===== src/rtl/boot_pkg.sv =====
package boot_pkg;

    localparam logic [7:0] OPC_FAST_READ = 8'h0B;
    localparam int unsigned HDR_LEN      = 5;   // opcode, 3 address bytes, dummy
    localparam logic [2:0] HDR_LAST      = 3'(HDR_LEN - 1);

    typedef enum logic [2:0] {
        ST_GAP  = 3'd0,
        ST_HDR  = 3'd1,
        ST_RD   = 3'd2,
        ST_HOLD = 3'd3,
        ST_DONE = 3'd4
    } seq_state_t;

endpackage


===== src/rtl/spi_shift_engine.sv =====
module spi_shift_engine #(
    parameter int unsigned HALF_CYC = 3
) (
    input  logic       clk,
    input  logic       rst_n,
    input  logic       start_i,
    input  logic [7:0] tx_i,
    input  logic       miso_i,
    output logic       sclk_o,
    output logic       mosi_o,
    output logic       done_o,
    output logic [7:0] rx_o
);

    localparam int unsigned PH_W = (HALF_CYC > 1) ? $clog2(HALF_CYC) : 1;
    localparam logic [PH_W-1:0] PH_LAST = PH_W'(HALF_CYC - 1);

    typedef struct packed {
        logic            active;
        logic            sclk;
        logic [PH_W-1:0] ph;
        logic [2:0]      bitn;
        logic [7:0]      tx;
        logic [7:0]      rx;
        logic            done;
    } eng_t;

    eng_t eng_d, eng_q;

    always_comb begin
        eng_d      = eng_q;
        eng_d.done = 1'b0;
        if (!eng_q.active) begin
            if (start_i) begin
                eng_d.active = 1'b1;
                eng_d.sclk   = 1'b0;
                eng_d.ph     = '0;
                eng_d.bitn   = 3'd0;
                eng_d.tx     = tx_i;
            end
        end else if (eng_q.ph == PH_LAST) begin
            eng_d.ph = '0;
            if (!eng_q.sclk) begin
                // rising edge: capture the bit the flash presented
                eng_d.sclk = 1'b1;
                eng_d.rx   = {eng_q.rx[6:0], miso_i};
            end else begin
                // falling edge: advance the outgoing bit
                eng_d.sclk = 1'b0;
                eng_d.tx   = {eng_q.tx[6:0], 1'b0};
                if (eng_q.bitn == 3'd7) begin
                    eng_d.active = 1'b0;
                    eng_d.done   = 1'b1;
                end else begin
                    eng_d.bitn = eng_q.bitn + 3'd1;
                end
            end
        end else begin
            eng_d.ph = eng_q.ph + 1'b1;
        end
    end

    always_ff @(posedge clk or negedge rst_n) begin
        if (!rst_n) eng_q <= '0;
        else        eng_q <= eng_d;
    end

    assign sclk_o = eng_q.sclk;
    assign mosi_o = eng_q.tx[7];
    assign done_o = eng_q.done;
    assign rx_o   = eng_q.rx;

endmodule


===== src/rtl/boot_sequencer.sv =====
module boot_sequencer
    import boot_pkg::*;
#(
    parameter int unsigned CS_GAP     = 20,
    parameter logic [23:0] BASE_ADDR  = 24'h000000,
    parameter int unsigned BYTE_COUNT = 64
) (
    input  logic       clk,
    input  logic       rst_n,
    input  logic       eng_done_i,
    input  logic [7:0] eng_rx_i,
    input  logic       sink_ready_i,
    output logic       eng_start_o,
    output logic [7:0] eng_tx_o,
    output logic       cs_n_o,
    output logic       busy_o,
    output logic       valid_o,
    output logic [7:0] data_o
);

    localparam int unsigned GAP_W = (CS_GAP > 1) ? $clog2(CS_GAP) : 1;
    localparam logic [GAP_W-1:0] GAP_LAST = GAP_W'((CS_GAP > 0) ? CS_GAP - 1 : 0);
    localparam int unsigned CNT_W = (BYTE_COUNT > 1) ? $clog2(BYTE_COUNT) : 1;
    localparam logic [CNT_W-1:0] CNT_LAST = CNT_W'((BYTE_COUNT > 0) ? BYTE_COUNT - 1 : 0);
    localparam bit EMPTY_IMAGE = (BYTE_COUNT == 0);

    // command header bytes, indexed by header position
    logic [7:0] hdr_rom [8];

    for (genvar gi = 0; gi < 8; gi++) begin : g_hdr
        if (gi == 0) begin : g_opc
            assign hdr_rom[gi] = OPC_FAST_READ;
        end else if (gi < 4) begin : g_addr
            assign hdr_rom[gi] = BASE_ADDR[23 - 8*(gi-1) -: 8];
        end else begin : g_pad
            assign hdr_rom[gi] = 8'h00;
        end
    end

    typedef struct packed {
        seq_state_t       st;
        logic [GAP_W-1:0] gap;
        logic [2:0]       hdr;
        logic             launched;
        logic [CNT_W-1:0] cnt;
        logic             cs_n;
        logic             busy;
        logic             valid;
        logic [7:0]       data;
    } seq_t;

    seq_t seq_d, seq_q;

    always_comb begin
        seq_d       = seq_q;
        eng_start_o = 1'b0;
        eng_tx_o    = 8'h00;
        unique case (seq_q.st)
            ST_GAP: begin
                if (EMPTY_IMAGE) begin
                    seq_d.st   = ST_DONE;
                    seq_d.busy = 1'b0;
                end else if (seq_q.gap == GAP_LAST) begin
                    seq_d.st   = ST_HDR;
                    seq_d.cs_n = 1'b0;
                    seq_d.hdr  = 3'd0;
                end else begin
                    seq_d.gap = seq_q.gap + 1'b1;
                end
            end
            ST_HDR: begin
                eng_tx_o = hdr_rom[seq_q.hdr];
                if (!seq_q.launched) begin
                    eng_start_o    = 1'b1;
                    seq_d.launched = 1'b1;
                end else if (eng_done_i) begin
                    seq_d.launched = 1'b0;
                    if (seq_q.hdr == HDR_LAST) seq_d.st  = ST_RD;
                    else                       seq_d.hdr = seq_q.hdr + 3'd1;
                end
            end
            ST_RD: begin
                if (!seq_q.launched) begin
                    eng_start_o    = 1'b1;
                    seq_d.launched = 1'b1;
                end else if (eng_done_i) begin
                    seq_d.launched = 1'b0;
                    seq_d.data     = eng_rx_i;
                    seq_d.valid    = 1'b1;
                    seq_d.st       = ST_HOLD;
                end
            end
            ST_HOLD: begin
                if (sink_ready_i) begin
                    seq_d.valid = 1'b0;
                    if (seq_q.cnt == CNT_LAST) begin
                        seq_d.st   = ST_DONE;
                        seq_d.cs_n = 1'b1;
                        seq_d.busy = 1'b0;
                    end else begin
                        seq_d.cnt = seq_q.cnt + 1'b1;
                        seq_d.st  = ST_RD;
                    end
                end
            end
            ST_DONE: begin
                seq_d.cs_n  = 1'b1;
                seq_d.valid = 1'b0;
                seq_d.busy  = 1'b0;
            end
            default: seq_d.st = ST_DONE;
        endcase
    end

    always_ff @(posedge clk or negedge rst_n) begin
        if (!rst_n) begin
            seq_q          <= '0;
            seq_q.st       <= ST_GAP;
            seq_q.cs_n     <= 1'b1;
            seq_q.busy     <= 1'b1;
        end else begin
            seq_q <= seq_d;
        end
    end

    assign cs_n_o  = seq_q.cs_n;
    assign busy_o  = seq_q.busy;
    assign valid_o = seq_q.valid;
    assign data_o  = seq_q.data;

endmodule


===== src/rtl/flash_boot_loader.sv =====
module flash_boot_loader #(
    parameter int unsigned SCLK_DIV   = 6,
    parameter int unsigned CS_GAP     = 20,
    parameter logic [23:0] BASE_ADDR  = 24'h000000,
    parameter int unsigned BYTE_COUNT = 64
) (
    input  logic       clk,
    input  logic       rst_n,
    output logic       spi_sclk,
    output logic       spi_cs_n,
    output logic       spi_mosi,
    input  logic       spi_miso,
    output logic       cfg_valid,
    output logic [7:0] cfg_data,
    input  logic       cfg_ready,
    output logic       init_busy
);

    localparam int unsigned HALF_CYC = (SCLK_DIV >= 2) ? SCLK_DIV / 2 : 1;

    logic       eng_start;
    logic [7:0] eng_tx;
    logic       eng_done;
    logic [7:0] eng_rx;

    spi_shift_engine #(
        .HALF_CYC (HALF_CYC)
    ) u_engine (
        .clk     (clk),
        .rst_n   (rst_n),
        .start_i (eng_start),
        .tx_i    (eng_tx),
        .miso_i  (spi_miso),
        .sclk_o  (spi_sclk),
        .mosi_o  (spi_mosi),
        .done_o  (eng_done),
        .rx_o    (eng_rx)
    );

    boot_sequencer #(
        .CS_GAP     (CS_GAP),
        .BASE_ADDR  (BASE_ADDR),
        .BYTE_COUNT (BYTE_COUNT)
    ) u_seq (
        .clk          (clk),
        .rst_n        (rst_n),
        .eng_done_i   (eng_done),
        .eng_rx_i     (eng_rx),
        .sink_ready_i (cfg_ready),
        .eng_start_o  (eng_start),
        .eng_tx_o     (eng_tx),
        .cs_n_o       (spi_cs_n),
        .busy_o       (init_busy),
        .valid_o      (cfg_valid),
        .data_o       (cfg_data)
    );

endmodule


===== config.mk =====
export PLATFORM = sky130hd
export DESIGN_NAME = flash_boot_loader
export DESIGN_NICKNAME = d
export VERILOG_FILES = /design/src/rtl/boot_pkg.sv /design/src/rtl/spi_shift_engine.sv /design/src/rtl/boot_sequencer.sv /design/src/rtl/flash_boot_loader.sv
export SDC_FILE = /design/constraint.sdc
export NUM_CORES = 1
export LEC_CHECK = 0
export BUFFER_PORTS_ARGS = -buffer_cell sky130_fd_sc_hd__buf_2
export CAP_MARGIN = 0
export CORE_UTILIZATION = 30
export CTS_CLUSTER_DIAMETER = 120
export DETAILED_ROUTE_END_ITERATION = 16
export HOLD_SLACK_MARGIN = 0.15
export PLACE_DENSITY = 0.57
export SYNTH_ARGS = -nofsm -noshare
export SYNTH_HDL_FRONTEND = slang
export SYNTH_SLANG_ARGS = --single-unit
export TNS_END_PERCENT = 100

===== constraint.sdc =====
create_clock -name clk -period 2.5 [get_ports clk]
set_input_delay 0.5 -clock clk [delete_from_list [all_inputs] [get_ports clk]]
set_output_delay 0.5 -clock clk [all_outputs]
set_load 0.02 [all_outputs]

==> results of run 1 <==
metal layers:
layer / vias to the layer above / share of wire / GRT usage
met2: 22 / 0.44 / 0.1654
met4: 0 / 0.018 / 0.04231
met3: 7 / 0.037 / 0.02764
li1: 760 / - / -
met1: 755 / 0.50 / 0.1518
met5: - / 0 / 0
worst max path at each step:
stage	startpoint	end	slack (ps)
floorplan	u_engine.sclk_o	u_engine.eng_q[10]	920
global placement	u_seq.seq_q[26]	u_engine.eng_q[10]	770
detailed placement	u_seq.seq_q[26]	u_engine.eng_q[10]	710
CTS	u_seq.seq_q[26]	u_engine.eng_q[10]	700
global route	u_seq.seq_q[26]	u_engine.eng_q[12]	510
finish	u_seq.seq_q[26]	u_engine.eng_q[10]	700
stage by stage:
stage | total power [mW] | util | hold WS, ps | std cells | worst slack (ps)
global route | 2.138 | 0.3378 | 238.2 | 321 | 513.4
CTS | 2.036 | 0.3378 | 208.6 | 321 | 697.6
global placement | 1.413 | 0.3231 | 462.8 | 313 | 767.4
floorplan | 1.332 | - | 204.4 | 206 | 915.7
finish | 2.000 | 0.3378 | 190.9 | 321 | 695.4
detailed placement | 1.423 | 0.3231 | 470.4 | 313 | 706.1
cell usage after synthesis, drive strengths merged, types with 2 or more instances:
library cell and count:
a21o 4, a21oi 4, a22o 9, a31oi 2, and3 3, and4b 2
buf 14, dfrtp 51, dfstp 2, ha 6, inv 11, mux2 22
mux2i 4, nand2 5, nand2b 3, nand3 4, nand3b 3, nand4 4
nand4bb 2, nor2 4, nor3 8, nor3b 2, o211ai 2, o21ai 8
o32ai 2, or4 2, xnor2 9
report_power, final:
group / leakage [nW] / switching, mW / internal [mW]
logic: 0.542 / 0.144 / 0.175
registers: 0.694 / 0.108 / 0.972
clock network: 0.0574 / 0.275 / 0.326
total: 1.29 / 0.527 / 1.47
kinds of logic (layout without fill, tap and decap cells):
group / after synthesis / after routing
adders and majority gates: 6 / 6
muxes: 26 / 26
and+or+nand+nor: 49 / 49
xor gates and xnor gates: 10 / 10
buffers and inverters: 26 / 36
AOI/OAI and AO/OA: 36 / 36
DFF: 53 / 53
area by class of cell:
| class | count | area [um^2] |
|---|---|---|
| clock inverters | 2 | 37.54 |
| fillers | 840 | 5414 |
| well taps | 105 | 131.4 |
| multi-input cells | 127 | 1040 |
| inverters | 11 | 41.29 |
| clock buffers | 6 | 82.58 |
| repair buffers | 17 | 100.1 |
| flip-flops and latches | 53 | 1329 |
flip-flops by register name, summed over array words and instances, names as in the netlist:
signal	count
u_seq.seq_q	18
u_engine.sclk_o	1
u_seq.valid_o	1
u_seq.data_o	8
u_engine.mosi_o	1
u_engine.eng_q	13
u_engine.rx_o	8
u_seq.busy_o	1
u_engine.done_o	1
u_seq.cs_n_o	1
==> results.cfg, run 1 <==
[logic_synthesis]
synth_top_area_frac = 0.5077
ys_seq_area_frac = 0.5286
ys_warn_count = 0
ys_ff_latch = 53
synthArstFlopShare = 1.000
syn-cell-area_mm2 = 0.002514
synth_top_family_by_area = simple AND/OR/NAND/NOR gates
synth-xor-area-share = 0.03484
yosys.area.top_type = dfrtp_1
synthTopCellsByArea = dfrtp_1 51%, mux2_2 9.0%, a22o_1 3.1%
synth.distinct_cells = 50
synth_edf_count = 0
synth_cells = 206
synth_top_flop_cell = dfrtp_1
synthMuxAreaShare = 0.1145
synth_fa_ha_area_frac = 0.02987
synth_nets = 216
synth_compound_area_frac = 0.1045
syn-mean-instance-area_um2 = 12.20
synth-simple-area-share = 0.1299

[layout]
final_layout_size_suffix_gt1_frac = 0.2546
mostFrequentLayoutCell = dfrtp_1
most-common-layout-cells = 51 x dfrtp_1, 20 x mux2_2, 16 x buf_2
diodes = 0
syn_to_final_growth_pct = 9.856
postLayoutCellArea_mm2 = 0.002761
nets = 225

[drt]
finalWirelength_mm = 4.040
ant_nets = 0
routed_via_density = 4.810
num_vias = 1544
drc = 0
dr.pass1.iters = 4
wl_per_cell_um = 12.59
first_iter_violations = 54

[sta]
relSlewSlack = 0.5955
rsz0062_at_grt = false
finalCriticalPeriod_ps = 1805
skew_ps = 7.934
fmax_mhz = 554.1
tightestPinTransition_ps = 606.7
finalSetupTns_ps = 0
setup_violations = 0
finalHoldViolations = 0
drv_slew = 0
period_share = 0.7219

[floorplan]
num_rows = 33
io_pins = 17
die-area_mm2 = 0.008749
die_h_um = 93.54
floorplan.initialDensity = 0.3075
die_w_um = 93.54
coreArea_mm2 = 0.008175

[placement]
numPortBuffers = 16
dpl_cell_area_mm2 = 0.002641
gp_congestion = 0.6955
dp_hpwl_mm = 2.769

[clock_network]
holdBufCountCts = 0
cts_buffer_depth = 2
clk_latency_ps = 300
cts_root_buf = clkbuf_8
cts_tree = yes
cts.htree.levels = 2
clock_sinks = 53
cts.reportedPaths.clkPinSlew_ps = 90
ctsResizeCount = 0
post-cts-setup-buffers = 0
cts_made_buffers = 5

[power_and_ir_drop]
peakVddDrop_uv = 223.4
leakagePower_nw = 1.293
p_per_area_mw_per_mm2 = 724.3

[worst_setup_path]
start_kind = flop
cp-end-kind = flop
cp_data_required_time_ps = 2690
worstSetupPathDepth = 3
r2r_cells = 3
arrival_ps = 2000
slowest_delay_ps = 700
cp_num_buf_inv = 0
critPathTopFamily = flip-flops
r2r_slack_ps = 700
critPathSlowestCell = dfrtp_1
timing.rr.end = u_engine.eng_q[10]
crit_chain = xor2_1 -> a21oi_2 -> mux2_1
reg2reg_from = u_seq.seq_q[26]
crit_type = reg2reg
cp_max_fo = 15

[grt]
grt_pass1_wl_mm = 7.521
grt_overflow = 0
grt_antenna_before_repair = 0
grt_max_degree = 29
grt_pass1_vias = 1580
track_usage = 0.1100

[job]
max-cap-violations = 0

[hold_path]
min_path_type = in2async

[run_status]
status = finished, final reports clean
No activity file was read; power rests on OpenSTA's default activity.
==> inputs of run 2 (changes only) <==
--- a/config.mk
+++ b/config.mk
@@ -5,6 +5,7 @@
 export SDC_FILE = /design/constraint.sdc
 export NUM_CORES = 1
 export LEC_CHECK = 0
+export ABC_AREA = 1
 export BUFFER_PORTS_ARGS = -buffer_cell sky130_fd_sc_hd__buf_2
 export CAP_MARGIN = 0
 export CORE_UTILIZATION = 30
==> constraint.sdc (replaced) <==
create_clock -name clk -period 1.8 [get_ports clk]
set_input_delay 0.36 -clock clk [delete_from_list [all_inputs] [get_ports clk]]
set_output_delay 0.36 -clock clk [all_outputs]
set_load 0.02 [all_outputs]
==> run 2 against run 1 <==
  * Sequential share of layout area is 1.2 points lower
  * Synthesized cell count up 47%
  * Worst hold slack better by 110 ps
  * Die area grew 1.6%
  * Combinational power down 89%
  * Critical endpoint is now u_engine.eng_q[18]
  * Register-to-register slack got worse by 430 ps
  * Utilization is 0.68 points higher
  * Clock skew shrank 1.2 ps
  * Clock-buffer cell count unchanged
  * Fmax grew 18%
==> results.cfg, run 2 <==
[drt]
first_iter_violations = 90
num_vias = 1834
routed_via_density = 4.336
finalWirelength_mm = 4.304
dr.pass1.iters = 4
ant_nets = 0
drc = 0
wl_per_cell_um = 10.17

[clock_network]
cts.htree.levels = 2
cts_made_buffers = 5
cts.reportedPaths.clkPinSlew_ps = 90
clk_latency_ps = 310
cts_root_buf = clkbuf_8
post-cts-setup-buffers = 0
cts_tree = yes
cts_buffer_depth = 2
clock_sinks = 53

[worst_setup_path]
cp_max_fo = 4
r2r_cells = 6
start_kind = flop
cp_data_required_time_ps = 2000
crit_type = reg2reg
arrival_ps = 1730
reg2reg_from = u_engine.eng_q[17]
timing.rr.end = u_engine.eng_q[18]
startpoint = u_engine.eng_q[17]
setup.worst_path.end = u_engine.eng_q[18]
cp-end-kind = flop
r2r_slack_ps = 270

[logic_synthesis]
synth.most_common_cell = nand2_1
synth.distinct_cells = 24
yosys.area.top_type = dfrtp_1
synthArstFlopShare = 1.000
synth_edf_count = 0
ys_warn_count = 0
syn-mean-instance-area_um2 = 8.460
synth_cells = 302
ys_ff_latch = 53
syn-cell-area_mm2 = 0.002555
synthTopCellsByArea = dfrtp_1 50%, nand2_1 16%, o21ai_0 4.9%
synth_top_area_frac = 0.4995
ys_seq_area_frac = 0.5201
yosys-top-cells-count = 107 x nand2_1, 51 x dfrtp_1, 28 x inv_1, 25 x o21ai_0, 19 x nand3_1
synth_nets = 312
synth_top_flop_cell = dfrtp_1

[sta]
finalCriticalPeriod_ps = 1530
rsz0062_at_grt = false
period_share = 0.8502
hold_ws_ps = 297.9
finalHoldViolations = 0
setup_ws_ps = 269.6
setup_violations = 0
relSlewSlack = 0.6941
skew_ps = 6.706
finalSetupTns_ps = 0
drv_slew = 0
fmax_mhz = 653.4
tightestPinTransition_ps = 454.0

[power_and_ir_drop]
leakagePower_nw = 1.446
p_seq_frac = 0.588
p_switching_mw = 0.4101
power_frac_comb = 0.017
clkPwrFrac = 0.395
peakVddDrop_uv = 353.8
p_int_mw = 1.617
p_per_area_mw_per_mm2 = 716.0
swShare = 0.2023

[layout]
n_fill_cell = 848
postLayoutCellArea_mm2 = 0.002831
register_area_mm2 = 0.001329
diodes = 0
mostFrequentLayoutCell = nand2_1
largest_reg_flops = 18
nets = 327
syn_to_final_growth_pct = 10.82
top_regs = u_seq.seq_q: 18 flops, u_engine.eng_q: 13 flops
multi_input_area_mm2 = 0.001026
most-common-layout-cells = 107 x nand2_1, 51 x dfrtp_1, 28 x inv_1
final_layout_size_suffix_gt1_frac = 0.1478
regMostFlops = u_seq.seq_q

[floorplan]
die_w_um = 94.29
die_h_um = 94.29
coreArea_mm2 = 0.008217
die-area_mm2 = 0.008890
num_rows = 33
floorplan.initialDensity = 0.3109
io_pins = 17

[placement]
pre_cts_ws_ps = 300.3
dpl_cell_area_mm2 = 0.002710
gp_congestion = 0.8207
numPortBuffers = 16
dp_hpwl_mm = 3.083

[hold_path]
min_path_type = in2reg

[grt]
grt_pass1_wl_mm = 7.845
track_usage = 0.1116
grt_pass1_vias = 1774
grt_overflow = 0
grt_max_degree = 39
grt_antenna_before_repair = 0

[run_status]
status = finished, final reports clean

[job]
max-cap-violations = 0
## run 2: stage by stage
stage | instances | power, mW | util
after floorplan | 302 | 1.217 | -
after global placement | 414 | 1.251 | 0.3298
after detailed placement | 414 | 1.251 | 0.3298
after CTS | 423 | 2.071 | 0.3446
after global routing | 423 | 2.112 | 0.3446
final | 423 | 2.027 | 0.3446
## run 2: cell families (layout without fill, tap and decap cells)
kind of cell | Yosys count | after routing | share of synthesized area
AND/OR/NAND/NOR | 166 | 166 | 0.2953
buffers and inverters | 43 | 59 | 0.07835
flip-flops | 53 | 53 | 0.5201
XOR/XNOR | 7 | 7 | 0.02400
AO/OA/AOI/OAI | 27 | 27 | 0.05289
adder cells (fa/ha/maj) | 6 | 6 | 0.02938
## run 2: repair_timing
item | in CTS | in global routing
hold buffers | 1 | 0
endpoints found under the hold margin | 13 | 0
resized for setup | 0 | 0
## run 2: area by class of cell
class                           instances  area share
Sequential cell                        53      0.4693
Multi-Input combinational cell        206      0.3623
Tap cell                              105     0.04640
Inverter                               33     0.04375
Timing Repair Buffer                   18     0.03889
Clock buffer                            6     0.02563
Clock inverter                          2     0.01370
## run 2: worst min-delay path by stage
stage	start	endpoint	slack [ps]	depth (start not counted)
after global placement	rst_n	u_seq.seq_q[14]	310	1
after floorplan	rst_n	u_engine.done_o	60	0
after global routing	spi_miso	u_engine.rx_o[0]	280	3
after detailed placement	rst_n	u_seq.seq_q[14]	310	1
final	spi_miso	u_engine.rx_o[0]	300	3
after CTS	spi_miso	u_engine.rx_o[0]	280	3
## run 2: worst max-delay path, cell delays in order (launching register included)
cell,delay [ps]
dfrtp_1,410
ha_1,200
ha_1,180
o21ai_0,400
nand2_2,120
nand2_1,70
nand2_1,50
## run 2: per-layer routing
layer / wire length [um] / part of all wire / global-route usage / vias to the layer above
met1: 2192 / 0.51 / 0.1459 / 842
met3: 142 / 0.033 / 0.02913 / 8
li1: - / - / - / 966
met4: 71 / 0.016 / 0.04615 / 0
met5: 0 / 0 / 0 / -
met2: 1897 / 0.44 / 0.1739 / 18
## run 2: power by group through the flow
stage / clock network (mW) / logic, mW / registers [mW]
after floorplan: 0 / 0.00167 / 1.21
after global placement: 0 / 0.0361 / 1.21
after detailed placement: 0 / 0.0361 / 1.21
after CTS: 0.841 / 0.0380 / 1.19
after global routing: 0.878 / 0.0420 / 1.19
final: 0.802 / 0.0347 / 1.19
==> inputs of run 3 (changes only) <==
--- a/config.mk
+++ b/config.mk
@@ -10,9 +10,10 @@
 export CAP_MARGIN = 0
 export CORE_UTILIZATION = 30
 export CTS_CLUSTER_DIAMETER = 120
+export CTS_CLUSTER_SIZE = 10
 export DETAILED_ROUTE_END_ITERATION = 16
 export HOLD_SLACK_MARGIN = 0.15
-export PLACE_DENSITY = 0.57
+export PLACE_DENSITY = 0.59
 export SYNTH_ARGS = -nofsm -noshare
 export SYNTH_HDL_FRONTEND = slang
 export SYNTH_SLANG_ARGS = --single-unit
==> constraint.sdc (replaced) <==
create_clock -name clk -period 1.3 [get_ports clk]
set_input_delay 0.26 -clock clk [delete_from_list [all_inputs] [get_ports clk]]
set_output_delay 0.26 -clock clk [all_outputs]
set_load 0.02 [all_outputs]
==> run 3 against run 2 <==
  * The run now ends with negative setup slack left
  * Via count rose by 8.6%
  * Die area did not move
  * Combinational power rose by 42%
  * Design area rose by 16%
  * Clock-buffer cell count fell by 1
  * Clock power rose by 25%
  * Fmax rose by 16%
  * Register-to-register slack got worse by 290 ps
  * Cell count rose by 7.6%
  * Sequential share of layout area fell by 6.4 points
==> results.cfg, run 3 (synthesis results as in run 2) <==
[run_status]
status = complete, but fails checks
violations = negative setup slack

[sta]
finalCriticalPeriod_ps = 1321
fmax_mhz = 757.1
period_share = 1.016
skew_ps = 9.362
tightestPinTransition_ps = 287.4
relSlewSlack = 0.8084
hold_ws_ps = 193.8
finalHoldViolations = 0
drv_slew = 0
setup_ws_ps = -20.90
setup_violations = 5
rsz0062_at_grt = true

[worst_setup_path]
r2r_cells = 7
cp-end-kind = flop
cp_max_fo = 6
cp_num_buf_inv = 1
critPathTopFamily = flip-flops
arrival_ps = 1520
start_kind = flop
worstSetupPathDepth = 7
critPathSlowestCell = dfrtp_1
crit_chain = ha_2 -> nand2_2 -> nor2_4 -> nand2_4 -> nand3_4 -> buf_4 -> xnor2_2
crit_type = reg2reg
slowest_delay_ps = 400
cp_data_required_time_ps = 1500

[layout]
multi_input_area_mm2 = 0.001236
register_area_mm2 = 0.001329
stdcell_count = 455
mostFrequentLayoutCell = nand2_1
diodes = 0
final_layout_size_suffix_gt1_frac = 0.3457
fin_util = 0.3994
n_fill_cell = 811
regMostFlops = u_seq.seq_q
syn_to_final_growth_pct = 28.45
largest_reg_flops = 18
nets = 359
top_regs = u_seq.seq_q: 18 flops, u_engine.eng_q: 13 flops
most-common-layout-cells = 84 x nand2_1, 51 x dfrtp_1, 29 x buf_4

[floorplan]
io_pins = 17
die_h_um = 94.29
die-area_mm2 = 0.008890
die_w_um = 94.29
num_rows = 33
floorplan.initialDensity = 0.3109
coreArea_mm2 = 0.008217

[drt]
num_vias = 1992
drt-met1-wl_mm = 2.324
finalWirelength_mm = 4.887
drc = 0
ant_nets = 0
routed_via_density = 4.378
dr.pass1.iters = 4
wl_per_cell_um = 10.74
dr_wl_met3_um = 117
top_layer = met4
first_iter_violations = 75
met2WireLength_mm = 2.427

[grt]
grt_overflow = 0
grt_max_degree = 54
grt_pass1_vias = 1944
track_usage = 0.1143
grt_pass1_wl_mm = 8.190
grt_antenna_before_repair = 0

[placement]
numPortBuffers = 16
dp_hpwl_mm = 3.165
gp_congestion = 0.8200
pre_cts_ws_ps = -77.40
dp_cells = 436

[power_and_ir_drop]
peakVddDrop_uv = 453.5
leakagePower_nw = 1.646
finalPower_mw = 2.698
p_per_area_mw_per_mm2 = 822.0

[clock_network]
clk_latency_ps = 310
cts.htree.levels = 2
cts_made_buffers = 5
cts_root_buf = clkbuf_8
cts.reportedPaths.clkPinSlew_ps = 110
clock_sinks = 53
cts_buffer_depth = 2
cts_tree = yes

[job]
max-cap-violations = 0

[hold_path]
min_path_type = in2reg
worst_hold_path.num_cells = 3
## run 3: per-stage QoR
step	instance area [um^2]	setup TNS, ps
2_1_floorplan	2555	0
3_3_place_gp	2875	-80.90
3_5_place_dp	2875	-406.0
4_1_cts	3012	0
5_1_grt	3282	-2146
6_report	3282	-54.83
## run 3: worst reg2reg max path: cells and delay by family (launching register included)
family        cells  cell delay, ps
flops             1             400
simple gates      4             310
xor+xnor          1             130
fa+ha+maj         1             200
buf+inv           1             170
## run 3: final cells by class
| class | instances | area share |
|---|---|---|
| Sequential cell | 53 | 0.4049 |
| Multi-Input combinational cell | 206 | 0.3767 |
| Timing Repair Buffer | 50 | 0.1102 |
| Tap cell | 105 | 0.04003 |
| Inverter | 33 | 0.03851 |
| Clock buffer | 5 | 0.02097 |
| Clock inverter | 3 | 0.008769 |
## run 3: report_power, final
| part | total (mW) | internal, mW | leakage (nW) | switching, mW |
|---|---|---|---|---|
| clock network | 0.999 | 0.404 | 0.0506 | 0.595 |
| logic | 0.0492 | 0.0125 | 0.869 | 0.0367 |
| registers | 1.65 | 1.65 | 0.726 | 0.000373 |
| total | 2.70 | 2.07 | 1.65 | 0.632 |
## run 3: final timing paths
path                                 start          endpoint  slack, ps
max                        u_seq.seq_q[12]   u_seq.seq_q[11]        -20
max reg2reg                u_seq.seq_q[12]   u_seq.seq_q[11]        -20
min in group asynchronous            rst_n   u_seq.seq_q[16]        460
min reg2reg                   u_seq.busy_o      u_seq.busy_o        450
max in group asynchronous            rst_n      u_seq.busy_o        540
min                               spi_miso  u_engine.rx_o[0]        190
## run 3: layer usage
metal	vias up	track usage
met5	-	0
met4	0	0.02308
met3	3	0.02508
met2	15	0.1926
met1	934	0.1495
li1	1040	-
## run 3: what timing repair did
| action | 4_1_cts | 5_1_grt |
|---|---|---|
| endpoints found under the hold margin | 51 | 0 |
| pin swaps | 6 | 21 |
| gates resized for setup | 8 | 57 |
| endpoints found under the setup margin | 18 | 31 |
| hold buffers | 1 | 0 |
| buffers inserted | 1 | 9 |
